## config.mk

```make
export PLATFORM = sky130hd
export DESIGN_NAME = sens_spi_slave
export DESIGN_NICKNAME = d
export VERILOG_FILES = /design/src/rtl/sens_spi_pkg.sv /design/src/rtl/spi_pin_sync.sv /design/src/rtl/spi_frame_shifter.sv /design/src/rtl/sens_reg_bank.sv /design/src/rtl/sens_spi_slave.sv
export SDC_FILE = /design/constraint.sdc
export NUM_CORES = 1
export LEC_CHECK = 0
export BUFFER_PORTS_ARGS = -buffer_cell sky130_fd_sc_hd__buf_2
export CAP_MARGIN = 20
export CORE_MARGIN = 8
export CORE_UTILIZATION = 55
export CTS_CLUSTER_SIZE = 12
export DETAILED_ROUTE_END_ITERATION = 12
export PLACE_DENSITY = 0.74
export SLEW_MARGIN = 0
export SYNTH_ARGS = -nofsm -noshare
export SYNTH_HDL_FRONTEND = slang
export SYNTH_SLANG_ARGS = --single-unit
```

## constraint.sdc

```tcl
create_clock -name clk -period 4.4 [get_ports clk]
set_input_delay 0.88 -clock clk [delete_from_list [all_inputs] [get_ports clk]]
set_output_delay 0.88 -clock clk [all_outputs]
set_load 0.005 [all_outputs]
```

## src/rtl/sens_spi_pkg.sv

```systemverilog
package sens_spi_pkg;
  localparam int FRAME_W = 16;
  localparam int DATA_W  = 14;

  localparam logic [DATA_W-1:0] A_NOP   = 14'h0000;
  localparam logic [DATA_W-1:0] A_CLR   = 14'h3380;
  localparam logic [DATA_W-1:0] A_STAT  = 14'h335A;
  localparam logic [DATA_W-1:0] A_SWRST = 14'h3C00;
  localparam logic [DATA_W-1:0] A_CFG   = 14'h3F20;
  localparam logic [DATA_W-1:0] A_POR   = 14'h3F22;
  localparam logic [DATA_W-1:0] A_AGC   = 14'h3FF8;
  localparam logic [DATA_W-1:0] A_ANGLE = 14'h3FFF;

  localparam logic [DATA_W-1:0] CFG_WORD = 14'h0200;

  localparam int ST_PAR = 0;
  localparam int ST_CLK = 1;
  localparam int ST_ADR = 2;
  localparam int STAT_W = 3;

  function automatic logic [FRAME_W-1:0] mk_reply(input logic [DATA_W-1:0] d,
                                                  input logic ef);
    return {d, ef, ^{d, ef}};
  endfunction
endpackage

```

## src/rtl/spi_pin_sync.sv

```systemverilog
module spi_pin_sync #(
  parameter int STAGES = 2
) (
  input  logic clk,
  input  logic rst,
  input  logic sck_i,
  input  logic ssn_i,
  input  logic mosi_i,
  output logic sck_rise,
  output logic sck_fall,
  output logic sel_start,
  output logic sel_end,
  output logic sel_active,
  output logic mosi_s
);
  localparam int NSIG = 3;

  logic [NSIG-1:0] stage_q [STAGES];
  logic            sck_d_q;
  logic            ssn_d_q;
  logic            sck_s;
  logic            ssn_s;

  genvar g;
  generate
    for (g = 0; g < STAGES; g++) begin : g_stage
      if (g == 0) begin : g_first
        always_ff @(posedge clk) begin
          if (rst) stage_q[g] <= 3'b010;
          else     stage_q[g] <= {mosi_i, ssn_i, sck_i};
        end
      end else begin : g_next
        always_ff @(posedge clk) begin
          if (rst) stage_q[g] <= 3'b010;
          else     stage_q[g] <= stage_q[g-1];
        end
      end
    end
  endgenerate

  assign sck_s  = stage_q[STAGES-1][0];
  assign ssn_s  = stage_q[STAGES-1][1];
  assign mosi_s = stage_q[STAGES-1][2];

  always_ff @(posedge clk) begin
    if (rst) begin
      sck_d_q <= 1'b0;
      ssn_d_q <= 1'b1;
    end else begin
      sck_d_q <= sck_s;
      ssn_d_q <= ssn_s;
    end
  end

  assign sck_rise   = sck_s & ~sck_d_q;
  assign sck_fall   = ~sck_s & sck_d_q;
  assign sel_start  = ~ssn_s & ssn_d_q;
  assign sel_end    = ssn_s & ~ssn_d_q;
  assign sel_active = ~ssn_s;
endmodule

```

## src/rtl/spi_frame_shifter.sv

```systemverilog
module spi_frame_shifter #(
  parameter int FRAME_W = 16
) (
  input  logic               clk,
  input  logic               rst,
  input  logic               sck_rise,
  input  logic               sck_fall,
  input  logic               sel_start,
  input  logic               sel_end,
  input  logic               sel_active,
  input  logic               mosi_s,
  input  logic [FRAME_W-1:0] tx_word,
  output logic [FRAME_W-1:0] rx_word,
  output logic               frame_done,
  output logic               count_ok,
  output logic               miso,
  output logic               miso_oe
);
  localparam int CNT_MAX = FRAME_W + 1;
  localparam int CNT_W   = $clog2(CNT_MAX + 1);

  logic [FRAME_W-1:0] rx_sr_q;
  logic [FRAME_W-1:0] tx_sr_q;
  logic [CNT_W-1:0]   cnt_q;
  logic               miso_q;
  logic               oe_q;

  always_ff @(posedge clk) begin
    if (rst) begin
      rx_sr_q    <= '0;
      tx_sr_q    <= '0;
      cnt_q      <= '0;
      miso_q     <= 1'b0;
      oe_q       <= 1'b0;
      rx_word    <= '0;
      frame_done <= 1'b0;
      count_ok   <= 1'b0;
    end else begin
      oe_q       <= sel_active;
      frame_done <= 1'b0;
      if (sel_start) begin
        tx_sr_q <= tx_word;
        cnt_q   <= '0;
      end else if (sel_active) begin
        if (sck_fall) begin
          rx_sr_q <= {rx_sr_q[FRAME_W-2:0], mosi_s};
          if (cnt_q != CNT_W'(CNT_MAX)) cnt_q <= cnt_q + 1'b1;
        end
        if (sck_rise) begin
          miso_q  <= tx_sr_q[FRAME_W-1];
          tx_sr_q <= {tx_sr_q[FRAME_W-2:0], 1'b0};
        end
      end
      if (sel_end) begin
        frame_done <= 1'b1;
        rx_word    <= rx_sr_q;
        count_ok   <= (cnt_q == CNT_W'(FRAME_W));
      end
    end
  end

  assign miso    = miso_q;
  assign miso_oe = oe_q;

  AST_CNT_LIMIT: assert property (@(posedge clk) disable iff (rst)
    cnt_q <= CNT_W'(CNT_MAX));
  AST_MISO_HOLD: assert property (@(posedge clk) disable iff (rst)
    !sck_rise |=> $stable(miso));
  AST_OE_IDLE: assert property (@(posedge clk) disable iff (rst)
    !sel_active |=> !miso_oe);
endmodule

```

## src/rtl/sens_reg_bank.sv

```systemverilog
module sens_reg_bank
  import sens_spi_pkg::*;
#(
  parameter int              AGC_W    = 6,
  parameter logic [AGC_W-1:0] AGC_INIT = 6'h20,
  parameter int              POR_W    = 8,
  parameter logic [POR_W-1:0] POR_KEY  = 8'h5A
) (
  input  logic               clk,
  input  logic               rst,
  input  logic               frame_done,
  input  logic [FRAME_W-1:0] rx_word,
  input  logic               count_ok,
  input  logic [DATA_W-1:0]  meas_in,
  output logic [FRAME_W-1:0] tx_word,
  output logic               por_disable,
  output logic               sw_reset
);
  logic [AGC_W-1:0]  agc_q;
  logic [POR_W-1:0]  por_q;
  logic [STAT_W-1:0] stat_q;
  logic              err_q;
  logic              wr_pend_q;
  logic [DATA_W-1:0] wr_addr_q;
  logic [FRAME_W-1:0] tx_q;
  logic              sw_q;

  logic [DATA_W-1:0] cmd_addr;
  logic              is_read;
  logic              par_bad;
  logic              clk_bad;
  logic              rd_ok;
  logic              wr_ok;
  logic              adr_bad;
  logic              frame_bad;
  logic [DATA_W-1:0] rd_data;
  logic [STAT_W-1:0] new_stat;

  assign cmd_addr = rx_word[FRAME_W-2:1];
  assign is_read  = rx_word[FRAME_W-1];
  assign par_bad  = ^rx_word;
  assign clk_bad  = ~count_ok;

  always_comb begin
    rd_ok   = 1'b0;
    wr_ok   = 1'b0;
    rd_data = '0;
    case (cmd_addr)
      A_NOP:   begin rd_ok = 1'b1; wr_ok = 1'b1; end
      A_CLR:   rd_ok = 1'b1;
      A_STAT:  begin rd_ok = 1'b1; rd_data = DATA_W'(stat_q); end
      A_SWRST: wr_ok = 1'b1;
      A_CFG:   begin rd_ok = 1'b1; rd_data = CFG_WORD; end
      A_POR:   begin rd_ok = 1'b1; wr_ok = 1'b1; rd_data = DATA_W'(por_q); end
      A_AGC:   begin rd_ok = 1'b1; wr_ok = 1'b1; rd_data = DATA_W'(agc_q); end
      A_ANGLE: begin rd_ok = 1'b1; rd_data = meas_in; end
      default: ;
    endcase
  end

  assign adr_bad   = ~wr_pend_q & ~par_bad & ~clk_bad & ~(is_read ? rd_ok : wr_ok);
  assign frame_bad = par_bad | clk_bad | adr_bad;

  always_comb begin
    new_stat         = '0;
    new_stat[ST_PAR] = par_bad;
    new_stat[ST_CLK] = clk_bad;
    new_stat[ST_ADR] = adr_bad;
  end

  always_ff @(posedge clk) begin
    if (rst) begin
      agc_q     <= AGC_INIT;
      por_q     <= '0;
      stat_q    <= '0;
      err_q     <= 1'b0;
      wr_pend_q <= 1'b0;
      wr_addr_q <= '0;
      tx_q      <= '0;
      sw_q      <= 1'b0;
    end else begin
      sw_q <= 1'b0;
      if (frame_done) begin
        if (frame_bad) begin
          err_q     <= 1'b1;
          stat_q    <= stat_q | new_stat;
          wr_pend_q <= 1'b0;
          tx_q      <= mk_reply('0, 1'b1);
        end else if (wr_pend_q) begin
          wr_pend_q <= 1'b0;
          case (wr_addr_q)
            A_AGC: begin
              agc_q <= rx_word[2 +: AGC_W];
              tx_q  <= mk_reply(DATA_W'(rx_word[2 +: AGC_W]), err_q);
            end
            A_POR: begin
              por_q <= rx_word[2 +: POR_W];
              tx_q  <= mk_reply(DATA_W'(rx_word[2 +: POR_W]), err_q);
            end
            A_SWRST: begin
              agc_q <= AGC_INIT;
              por_q <= '0;
              sw_q  <= 1'b1;
              if (rx_word[2]) begin
                err_q  <= 1'b0;
                stat_q <= '0;
                tx_q   <= mk_reply('0, 1'b0);
              end else begin
                tx_q   <= mk_reply('0, err_q);
              end
            end
            default: tx_q <= mk_reply('0, err_q);
          endcase
        end else if (cmd_addr == A_NOP) begin
          tx_q <= mk_reply('0, err_q);
        end else if (is_read) begin
          if (cmd_addr == A_CLR) begin
            err_q  <= 1'b0;
            stat_q <= '0;
            tx_q   <= mk_reply('0, 1'b0);
          end else begin
            tx_q <= mk_reply(rd_data, err_q);
          end
        end else begin
          wr_pend_q <= 1'b1;
          wr_addr_q <= cmd_addr;
          tx_q      <= mk_reply(rd_data, err_q);
        end
      end
    end
  end

  assign tx_word     = tx_q;
  assign sw_reset    = sw_q;
  assign por_disable = (por_q == POR_KEY);

  AST_PAR_SETS_ERR: assert property (@(posedge clk) disable iff (rst)
    frame_done && (^rx_word) |=> err_q && stat_q[ST_PAR]);
  AST_CLK_SETS_STAT: assert property (@(posedge clk) disable iff (rst)
    frame_done && !count_ok |=> err_q && stat_q[ST_CLK]);
  AST_ERR_STICKY: assert property (@(posedge clk) disable iff (rst)
    err_q && !frame_done |=> err_q);
  AST_WR_ONE_DATA: assert property (@(posedge clk) disable iff (rst)
    wr_pend_q && frame_done |=> !wr_pend_q);
  AST_BANK_HOLD: assert property (@(posedge clk) disable iff (rst)
    frame_done && frame_bad |=> $stable(agc_q) && $stable(por_q));
  AST_NOP_NO_WRITE: assert property (@(posedge clk) disable iff (rst)
    frame_done && !wr_pend_q && (rx_word == '0) && count_ok |=> !wr_pend_q);
endmodule

```

## src/rtl/sens_spi_slave.sv

```systemverilog
module sens_spi_slave
  import sens_spi_pkg::*;
#(
  parameter int SYNC_STAGES = 2
) (
  input  logic              clk,
  input  logic              rst,
  input  logic              sck,
  input  logic              ss_n,
  input  logic              mosi,
  input  logic [DATA_W-1:0] meas_in,
  output logic              miso,
  output logic              miso_oe,
  output logic              por_disable,
  output logic              sw_reset
);
  logic               sck_rise;
  logic               sck_fall;
  logic               sel_start;
  logic               sel_end;
  logic               sel_active;
  logic               mosi_s;
  logic [FRAME_W-1:0] rx_word;
  logic [FRAME_W-1:0] tx_word;
  logic               frame_done;
  logic               count_ok;

  spi_pin_sync #(.STAGES(SYNC_STAGES)) u_sync (
    .clk        (clk),
    .rst        (rst),
    .sck_i      (sck),
    .ssn_i      (ss_n),
    .mosi_i     (mosi),
    .sck_rise   (sck_rise),
    .sck_fall   (sck_fall),
    .sel_start  (sel_start),
    .sel_end    (sel_end),
    .sel_active (sel_active),
    .mosi_s     (mosi_s)
  );

  spi_frame_shifter #(.FRAME_W(FRAME_W)) u_shift (
    .clk        (clk),
    .rst        (rst),
    .sck_rise   (sck_rise),
    .sck_fall   (sck_fall),
    .sel_start  (sel_start),
    .sel_end    (sel_end),
    .sel_active (sel_active),
    .mosi_s     (mosi_s),
    .tx_word    (tx_word),
    .rx_word    (rx_word),
    .frame_done (frame_done),
    .count_ok   (count_ok),
    .miso       (miso),
    .miso_oe    (miso_oe)
  );

  sens_reg_bank u_bank (
    .clk         (clk),
    .rst         (rst),
    .frame_done  (frame_done),
    .rx_word     (rx_word),
    .count_ok    (count_ok),
    .meas_in     (meas_in),
    .tx_word     (tx_word),
    .por_disable (por_disable),
    .sw_reset    (sw_reset)
  );
endmodule

```

==> results.yml, run 1 <==
cts:
  cts_resized: 0
  clock-root-buffer: "clkbuf_8"
  cts_inserted_buffers: 17
  clock-sinks: 115
  htree_levels: 4
  tritoncts: "done"
  cts_setup_buffers: 0
  cts.reportedPaths.clkPinSlew_ns: 0.06
  cts_max_path_buffers: 2
  postCtsHoldBufs: 0
  clkLatencyLatePin_ns: 0.53
critical_path:
  cp-start-kind: "register"
  required_ns: 4.82
  worst-path-buf-inv: 0
  worstPathArrival_ns: 3.58
  path_class: "reg2reg"
  path_delay_family: "simple AND/OR/NAND/NOR gates"
  rr_startpoint: "u_shift.rx_word[7]$_SDFFE_PP0P_"
  cp_max_fo: 15
  crit_start: "u_shift.rx_word[7]$_SDFFE_PP0P_"
  slowest_stage: "nor4_4"
  end_kind: "register"
  path_cells: "ha_1 -> nand4_1 -> nor4_4 -> a222oi_1 -> nand2_1 -> xor3_1 -> xnor3_1 -> nor2_1 -> o31a_1"
  cp_slowest_stage_delay_ns: 0.65
timing:
  skew_ns: 0.006748
  slew_violations: 0
  min_period_over_period_pct: 71.86
  hold_slack_ns: 0.4081
  worst_pin_slew_ns: 1.050
  fin_setup_tns_ns: 0
  maxSlewHeadroom_pct: 30.00
  rsz0062_at_grt: "no"
  hold_viol_final: 0
  finalSetupViolCount: 0
  period_needed_ns: 3.162
  max_freq_mhz: 316.3
final_layout:
  drive_gt1_share_pct: 11.23
  multiInputGateArea_um2: 2786
  nets: 662
  mostFrequentLayoutCell: "dfxtp_1"
  final_cell_mix: "dfxtp_1 (115), nand2_1 (101), nor2_1 (70), a21oi_1 (56), mux2i_1 (35)"
  area_growth_syn_to_layout_pct: 14.20
  nFillCells: 850
  regArea_um2: 2302
  antenna_cells: 0
  fin_util_pct: 63.25
power_and_ir_drop:
  clockPowerShare_pct: 55.3
  combPwrFrac_pct: 2.5
  seqPwrFrac_pct: 42.1
  powerDensity_nw_per_um2: 415.1
  p_switching_uw: 547.9
  peakVddDrop_mv: 0.3826
  switching_share_pct: 21.75
  internal_power_uw: 1971
  p_leak_uw: 0.002318
synth:
  synth-main-ff-cell: "dfxtp_1"
  postSynthCellCount: 620
  synth_nets: 654
  yosys_warnings: 0
  synthArstFlopShare_pct: 0
  syn_area_per_cell_um2: 8.571
  synth_seq_cells: 115
  ys_seq_area_share_pct: 43.32
  synth_area_leaders: "dfxtp_1 (43%), nand2_1 (7.1%), mux2i_1 (6.6%)"
  synth_top_area_cell: "dfxtp_1"
  synth_top_area_share_pct: 43.32
  netlist_area_um2: 5314
  synth_edf_count: 0
  ys_types: 54
floorplanning:
  die_area_um2: 13060
  core-area_um2: 9594
  io_pins: 23
  fp.dieH_um: 114.3
  rows: 36
  die_w_um: 114.3
  start_util_pct: 55.39
route:
  vias_per_cell: 5.642
  drt_iter0_drc: 472
  vias: 4367
  routed_wl_um: 13140
  wl_per_cell_um: 16.98
  dr.pass1.iters: 8
  drt_drc_violations_left: 0
  drtAntennaViolNets: 0
worst_hold_path:
  min_from: "u_sync.stage_q[0][1]$_SDFF_PP1_"
  hold_class: "reg2reg"
placed_design:
  place.gp.congestion: 0.9643
  portBuffers: 22
  dpl.hpwl_um: 9022
global_route:
  grt_max_degree: 108
  grt_pass1_vias: 4210
  antenna_found_initial: 0
  grt_pass1_wl_um: 21700
  gr-usage-all-layers_pct: 21.31
  grt.overflow.total: 0
job:
  max_cap_violations: 0
outcome:
  status: "completed"
[flip-flops by register name (all words and copies together) (netlist names)]
signal / count
u_bank.agc_q: 6
u_bank.err_q: 1
u_bank.por_q: 8
u_bank.stat_q: 3
u_bank.sw_reset: 1
u_bank.tx_word: 16
u_bank.wr_addr_q: 14
u_bank.wr_pend_q: 1
u_shift.cnt_q: 5
u_shift.count_ok: 1
u_shift.frame_done: 1
u_shift.miso: 1
u_shift.miso_oe: 1
u_shift.rx_sr_q: 16
u_shift.rx_word: 16
u_shift.tx_sr_q: 16
u_sync.sck_d_q: 1
u_sync.ssn_d_q: 1
u_sync.stage_q: 6
[layout make-up]
type / count / area share, %
Clock buffer: 20 / 7.340
Timing Repair Buffer: 25 / 2.227
Inverter: 21 / 1.299
Multi-Input combinational cell: 448 / 45.92
Clock inverter: 12 / 2.536
Sequential cell: 115 / 37.94
Tap cell: 133 / 2.742
[Yosys cell counts, types with 2 or more instances]
library cell and count:
a21oi_1 56, nor4_4 3, and3_1 4, or2_2 4
a31o_2 3, xnor2_1 26, clkbuf_1 27, mux2i_1 35
a22oi_1 8, a222oi_1 6, nor4_1 6, nand3_1 17
o21a_1 3, inv_1 20, nor3b_1 3, nand4_1 6
dfxtp_1 115, buf_2 5, ha_1 15, nor2b_1 7
o21ai_0 9, xor2_1 7, a32oi_1 3, nor2_1 70
a211oi_1 16, nor3_1 8, buf_1 2, nand2b_1 8
nand2_1 101, a21o_1 3
[through the flow]
stage                     instance area (um^2)  power (uW)  setup slack [ns]  instances
after floorplan                           5314        1127             1.811        620
after global placement                    5461        1143             1.464        741
after detailed placement                  5461        1145             1.314        741
after CTS                                 6061        2529             1.280        773
after global routing                      6068        2589             1.059        774
final                                     6068        2519             1.238        774
[layer usage]
layer	track usage, %	up-vias	wire length (um)
met4	7.276	0	171
li1	-	2142	-
met1	26.91	2092	5904
met3	5.960	19	719
met2	34.15	114	6344
met5	0	-	0
[power groups by stage]
stage                     registers [uW]  clock network [uW]  logic, uW
final                               1060                1390       64.2
after global routing                1060                1460       71.6
after CTS                           1060                1400       64.1
after detailed placement            1080                   0       63.1
after global placement              1080                   0       60.9
after floorplan                     1080                   0       47.2
[path summary, 6_finish.rpt]
check | depth (start not counted) | slack (ns) | end
setup / recovery | 9 | 1.24 | u_bank.tx_word[0]$_SDFFE_PP0P_
hold / removal | 1 | 0.41 | u_sync.stage_q[1][1]$_SDFF_PP1_
setup reg to reg | 9 | 1.24 | u_bank.tx_word[0]$_SDFFE_PP0P_
hold reg to reg | 1 | 0.41 | u_sync.stage_q[1][1]$_SDFF_PP1_
[cells by family (layout without fill, tap and decap cells)]
family                     count (synthesis)  count (layout)  synth area share (%)
AOI/OAI and AO/OA                        113             113                 13.40
xor gates and xnor gates                  35              35                 6.310
adders and majority gates                 15              15                 3.532
buffers and inverters                     57              78                 4.238
DFF                                      115             115                 43.32
muxes                                     35              35                 6.593
and+or+nand+nor                          250             250                 22.60
[worst register-to-register path, cell delays in order (launching register included)]
cell,delay [ns]
dfxtp_1,0.53
ha_1,0.23
nand4_1,0.20
nor4_4,0.65
a222oi_1,0.15
nand2_1,0.16
xor3_1,0.41
xnor3_1,0.38
nor2_1,0.05
o31a_1,0.28
Note: power is estimated with default switching activity, not from simulation.
==> run 2: changes to the inputs <==
--- a/config.mk
+++ b/config.mk
@@ -11,7 +11,7 @@
 export CORE_UTILIZATION = 55
 export CTS_CLUSTER_SIZE = 12
 export DETAILED_ROUTE_END_ITERATION = 12
-export PLACE_DENSITY = 0.74
+export PLACE_DENSITY = 0.77
 export SLEW_MARGIN = 0
 export SYNTH_ARGS = -nofsm -noshare
 export SYNTH_HDL_FRONTEND = slang
==> constraint.sdc (replaced) <==
create_clock -name clk -period 2.9 [get_ports clk]
set_input_delay 0.58 -clock clk [delete_from_list [all_inputs] [get_ports clk]]
set_output_delay 0.58 -clock clk [all_outputs]
set_load 0.005 [all_outputs]
==> run 2 against run 1 <==
Cell area rose by 5.5%; global-route usage barely moved; non-clock buffer count rose by 28; flip-flop and latch count did not move; first-iteration DRC count fell by 8.3%; wire length rose by 1.3%; total power rose by 59%; worst setup slack got worse by 1.2 ns; via count rose by 2.9%; combinational power rose by 59%; clock power rose by 65%; sequential power rose by 51%.
==> results.yml, run 2 (synthesis results as in run 1) <==
route:
  drt_drc_violations_left: 0
  vias: 4495
  routed_wl_um: 13310
  vias_per_cell: 5.605
  wl_per_cell_um: 16.59
  dr.pass1.iters: 5
  drt_iter0_drc: 433
  drtAntennaViolNets: 0
floorplanning:
  die_area_um2: 13060
  rows: 36
  io_pins: 23
  die_w_um: 114.3
  fp.dieH_um: 114.3
  core-area_um2: 9594
  start_util_pct: 55.39
critical_path:
  cp_max_fo: 7
  rr_startpoint: "u_shift.rx_word[5]$_SDFFE_PP0P_"
  worstReg2RegEnd: "u_bank.tx_word[0]$_SDFFE_PP0P_"
  reg2regPathDepth: 10
  worstPathArrival_ns: 3.24
  end_kind: "register"
  r2r_slack_ns: 0.07
  path_class: "reg2reg"
  cp-start-kind: "register"
  required_ns: 3.31
final_layout:
  final_cell_count_no_fill: 802
  antenna_cells: 0
  area_growth_syn_to_layout_pct: 20.53
  nets: 690
  drive_gt1_share_pct: 17.34
  fin_util_pct: 66.76
  final_cell_mix: "dfxtp_1 (109), nand2_1 (101), nor2_1 (70), a21oi_1 (56), mux2i_1 (35)"
  mostFrequentLayoutCell: "dfxtp_1"
global_route:
  antenna_found_initial: 0
  busiest_layer: "met2"
  use_met3_pct: 6.435
  use_met2_pct: 34.35
  gr-usage-all-layers_pct: 21.33
  grt.met1_usage_pct: 26.12
  grt_pass1_vias: 4443
  grt_max_degree: 72
  grt_pass1_wl_um: 21870
  grt.overflow.total: 0
timing:
  maxSlewHeadroom_pct: 46.91
  fin_setup_tns_ns: 0
  slew_violations: 0
  fin_ws_ns: 0.06794
  min_period_over_period_pct: 97.66
  hold_viol_final: 0
  max_freq_mhz: 353.1
  period_needed_ns: 2.832
  worst_pin_slew_ns: 0.7891
  finalSetupViolCount: 0
  skew_ns: 0.01382
power_and_ir_drop:
  peakVddDrop_mv: 0.5031
  combPwrFrac_pct: 2.6
  seqPwrFrac_pct: 40.1
  p_total_uw: 3996
  powerDensity_nw_per_um2: 623.9
  clockPowerShare_pct: 57.3
  p_leak_uw: 0.002507
  internal_power_uw: 3184
  switching_share_pct: 20.31
  p_switching_uw: 811.8
cts:
  cts_inserted_buffers: 17
  tritoncts: "done"
  cts_max_path_buffers: 2
  cts.reportedPaths.clkPinSlew_ns: 0.06
  clkLatencyLatePin_ns: 0.52
  htree_levels: 4
  clock-sinks: 115
  clock-root-buffer: "clkbuf_8"
worst_hold_path:
  hold_class: "in2reg"
  min_from: "ss_n"
  hold_end: "u_sync.stage_q[0][1]$_SDFF_PP1_"
  whs_path_depth: 2
placed_design:
  dpl.hpwl_um: 9280
  post-place-ws_ns: 0.1087
  place.gp.congestion: 0.9717
  portBuffers: 22
  place_inst: 760
job:
  max_cap_violations: 0
outcome:
  status: "completed"
[run 2: critical path, cell delays in order (launching register included)]
cell      delay (ns)
dfxtp_4         0.39
ha_2            0.20
nand4_1         0.25
nor4_4          0.38
buf_4           0.18
a222oi_1        0.06
nand2_1         0.13
xor3_1          0.44
xnor3_1         0.38
nor2_1          0.05
o31a_1          0.26
[run 2: metrics by stage]
step / instance area, um^2 / hold slack, ns
6_report: 6405 / 0.2695
5_1_grt: 6405 / 0.2568
4_1_cts: 6272 / 0.2567
3_5_place_dp: 5617 / 0.3969
3_3_place_gp: 5617 / 0.3990
2_1_floorplan: 5314 / 0.3895
[run 2: layout make-up]
type	instances	area (um^2)
fill	769	3189
multi-input combinational	448	2824
sequential	115	2322
clock buffer	20	455.4
timing repair buffer	53	357.8
clock inverter	12	200.2
tap	133	166.4
inverter	21	78.83
[run 2: worst max path at each step]
| stage | from | to | slack [ns] |
|---|---|---|---|
| 3_3_place_gp | u_shift.rx_word[8]$_SDFFE_PP0P_ | u_bank.tx_word[0]$_SDFFE_PP0P_ | 0.13 |
| 2_1_floorplan | u_shift.rx_word[7]$_SDFFE_PP0P_ | u_bank.wr_addr_q[6]$_SDFFE_PP0P_ | 0.31 |
| 4_1_cts | u_shift.rx_word[8]$_SDFFE_PP0P_ | u_bank.tx_word[0]$_SDFFE_PP0P_ | 0.05 |
| 3_5_place_dp | u_shift.rx_word[8]$_SDFFE_PP0P_ | u_bank.tx_word[0]$_SDFFE_PP0P_ | 0.11 |
| 5_1_grt | u_shift.rx_word[5]$_SDFFE_PP0P_ | u_bank.tx_word[0]$_SDFFE_PP0P_ | -0.002 |
| 6_report | u_shift.rx_word[5]$_SDFFE_PP0P_ | u_bank.tx_word[0]$_SDFFE_PP0P_ | 0.07 |
[run 2: power groups by stage]
stage / clock [uW] / combinational (uW) / sequential [uW]
2_1_floorplan: 0 / 71.7 / 1640
3_3_place_gp: 0 / 96.3 / 1640
3_5_place_dp: 0 / 101 / 1640
4_1_cts: 2320 / 102 / 1610
5_1_grt: 2400 / 113 / 1610
6_report: 2290 / 102 / 1600
[run 2: routing by layer]
metal | up-vias | wire length (um)
li1 | 2193 | -
met1 | 2137 | 5975
met2 | 142 | 6342
met3 | 23 | 751
met4 | 0 | 241
met5 | - | 0
[run 2: timing repair]
item	CTS	global route
buffers inserted	0	10
endpoints found under the setup margin	0	9
hold buffers	0	0
gates resized for setup	0	21
==> run 3: changes to the inputs <==
--- a/config.mk
+++ b/config.mk
@@ -11,7 +11,7 @@
 export CORE_UTILIZATION = 55
 export CTS_CLUSTER_SIZE = 12
 export DETAILED_ROUTE_END_ITERATION = 12
-export PLACE_DENSITY = 0.77
+export PLACE_DENSITY_LB_ADDON = 0.1
 export SLEW_MARGIN = 0
 export SYNTH_ARGS = -nofsm -noshare
 export SYNTH_HDL_FRONTEND = slang
==> constraint.sdc (replaced) <==
create_clock -name clk -period 3.7 [get_ports clk]
set_input_delay 0.74 -clock clk [delete_from_list [all_inputs] [get_ports clk]]
set_output_delay 0.74 -clock clk [all_outputs]
set_load 0.005 [all_outputs]
==> run 3 against run 2 <==
Non-clock buffer count down 26; register-to-register slack improved by 0.51 ns; flip-flop and latch count unchanged; die area stayed put; combinational power down 24%; hold slack better by 0.14 ns; critical path type unchanged; largest cell class unchanged.
==> results.yml, run 3 (synthesis results as in run 1) <==
route:
  vias_per_cell: 5.606
  drtAntennaViolNets: 0
  vias: 4350
  dr.pass1.iters: 5
  drt_drc_violations_left: 0
  drt_iter0_drc: 468
  routed_wl_um: 13090
  wl_per_cell_um: 16.87
job:
  max_cap_violations: 0
global_route:
  grt.overflow.total: 0
  grt_max_degree: 82
  gr-usage-all-layers_pct: 21.19
  grt_pass1_vias: 4173
  antenna_found_initial: 0
  grt_pass1_wl_um: 21510
timing:
  min_period_over_period_pct: 84.28
  fin_ws_ns: 0.5818
  maxSlewHeadroom_pct: 36.27
  skew_ns: 0.007701
  worst_pin_slew_ns: 0.9560
  finalSetupViolCount: 0
  rsz0062_at_grt: "no"
  period_needed_ns: 3.118
  hold_viol_final: 0
  slew_violations: 0
  fin_setup_tns_ns: 0
  max_freq_mhz: 320.7
cts:
  postCtsHoldBufs: 0
  cts_max_path_buffers: 2
  cts.reportedPaths.clkPinSlew_ns: 0.06
  htree_levels: 4
  cts_setup_buffers: 0
  clock-sinks: 115
  cts_inserted_buffers: 17
  cts_resized: 0
  clock-root-buffer: "clkbuf_8"
  clkLatencyLatePin_ns: 0.52
  tritoncts: "done"
floorplanning:
  fp.dieH_um: 114.3
  core-area_um2: 9594
  io_pins: 23
  rows: 36
  start_util_pct: 55.39
  die_area_um2: 13060
  die_w_um: 114.3
placed_design:
  post-place-ws_ns: 0.6176
  portBuffers: 22
  place_area_um2: 5484
  place.gp.congestion: 0.9657
  dpl.hpwl_um: 9039
outcome:
  status: "completed"
critical_path:
  path_class: "reg2reg"
  worstReg2RegEnd: "u_bank.tx_word[0]$_SDFFE_PP0P_"
  r2r_slack_ns: 0.58
  cp-start-kind: "register"
  required_ns: 4.10
  reg2regPathDepth: 10
  rr_startpoint: "u_shift.rx_word[5]$_SDFFE_PP0P_"
  cp_max_fo: 10
  end_kind: "register"
  worstPathArrival_ns: 3.52
worst_hold_path:
  min_from: "ss_n"
  hold_end: "u_sync.stage_q[0][1]$_SDFF_PP1_"
  whs_path_depth: 2
  hold_class: "in2reg"
final_layout:
  fin_util_pct: 63.86
  multiInputGateArea_um2: 2786
  nets: 664
  nFillCells: 865
  design_area_um2: 6127
  area_growth_syn_to_layout_pct: 15.30
  drive_gt1_share_pct: 11.66
  antenna_cells: 0
  final_cell_mix: "dfxtp_1 (115), nand2_1 (101), nor2_1 (70), a21oi_1 (56), mux2i_1 (35)"
  mostFrequentLayoutCell: "dfxtp_1"
  regArea_um2: 2302
power_and_ir_drop:
  p_leak_uw: 0.002347
  powerDensity_nw_per_um2: 503.7
  peakVddDrop_mv: 0.2924
## run 3: power breakdown
part           internal [uW]  switching, uW
Clock                   1170            580
Sequential              1250           8.22
Combinational           29.9           47.3
Total                   2450            636
## run 3: worst max-delay path by stage
stage	from	end	slack, ns	cells after the start
5_1_grt	u_shift.rx_word[5]$_SDFFE_PP0P_	u_bank.tx_word[0]$_SDFFE_PP0P_	0.44	10
3_3_place_gp	u_shift.rx_word[5]$_SDFFE_PP0P_	u_bank.tx_word[0]$_SDFFE_PP0P_	0.62	10
3_5_place_dp	u_shift.rx_word[5]$_SDFFE_PP0P_	u_bank.tx_word[0]$_SDFFE_PP0P_	0.62	10
6_report	u_shift.rx_word[5]$_SDFFE_PP0P_	u_bank.tx_word[0]$_SDFFE_PP0P_	0.58	10
2_1_floorplan	u_shift.rx_word[7]$_SDFFE_PP0P_	u_bank.wr_addr_q[6]$_SDFFE_PP0P_	1.11	11
4_1_cts	u_shift.rx_word[5]$_SDFFE_PP0P_	u_bank.tx_word[0]$_SDFFE_PP0P_	0.61	10
## run 3: critical path, cell delays in order (launching register included)
cell	delay, ns
dfxtp_1	0.58
inv_1	0.16
ha_1	0.23
nand3_1	0.21
nor4_4	0.11
a222oi_1	0.57
xnor2_1	0.19
xor3_1	0.23
xnor3_1	0.38
nor2_1	0.06
o31a_1	0.28
## run 3: layout make-up
class | instances | area share, %
inverters | 21 | 1.287
repair buffers | 27 | 2.450
clock buffers | 21 | 7.658
well taps | 133 | 2.716
flip-flops and latches | 115 | 37.57
multi-input cells | 448 | 45.48
clock inverters | 11 | 2.838
## run 3: metrics by stage
step	hold WS [ns]	total power, uW	cells
detailed placement	0.4054	1364	744
global placement	0.4004	1362	743
CTS	0.3949	3106	776
floorplan	0.3895	1340	620
finish	0.4102	3086	776
global route	0.3849	3183	776
## run 3: metal layers
metal | wire, um | up-vias | global-route usage (%)
met4 | 178 | 0 | 7.453
li1 | - | 2154 | -
met3 | 699 | 13 | 5.485
met2 | 6134 | 122 | 33.68
met5 | 0 | - | 0
met1 | 6075 | 2061 | 27.12
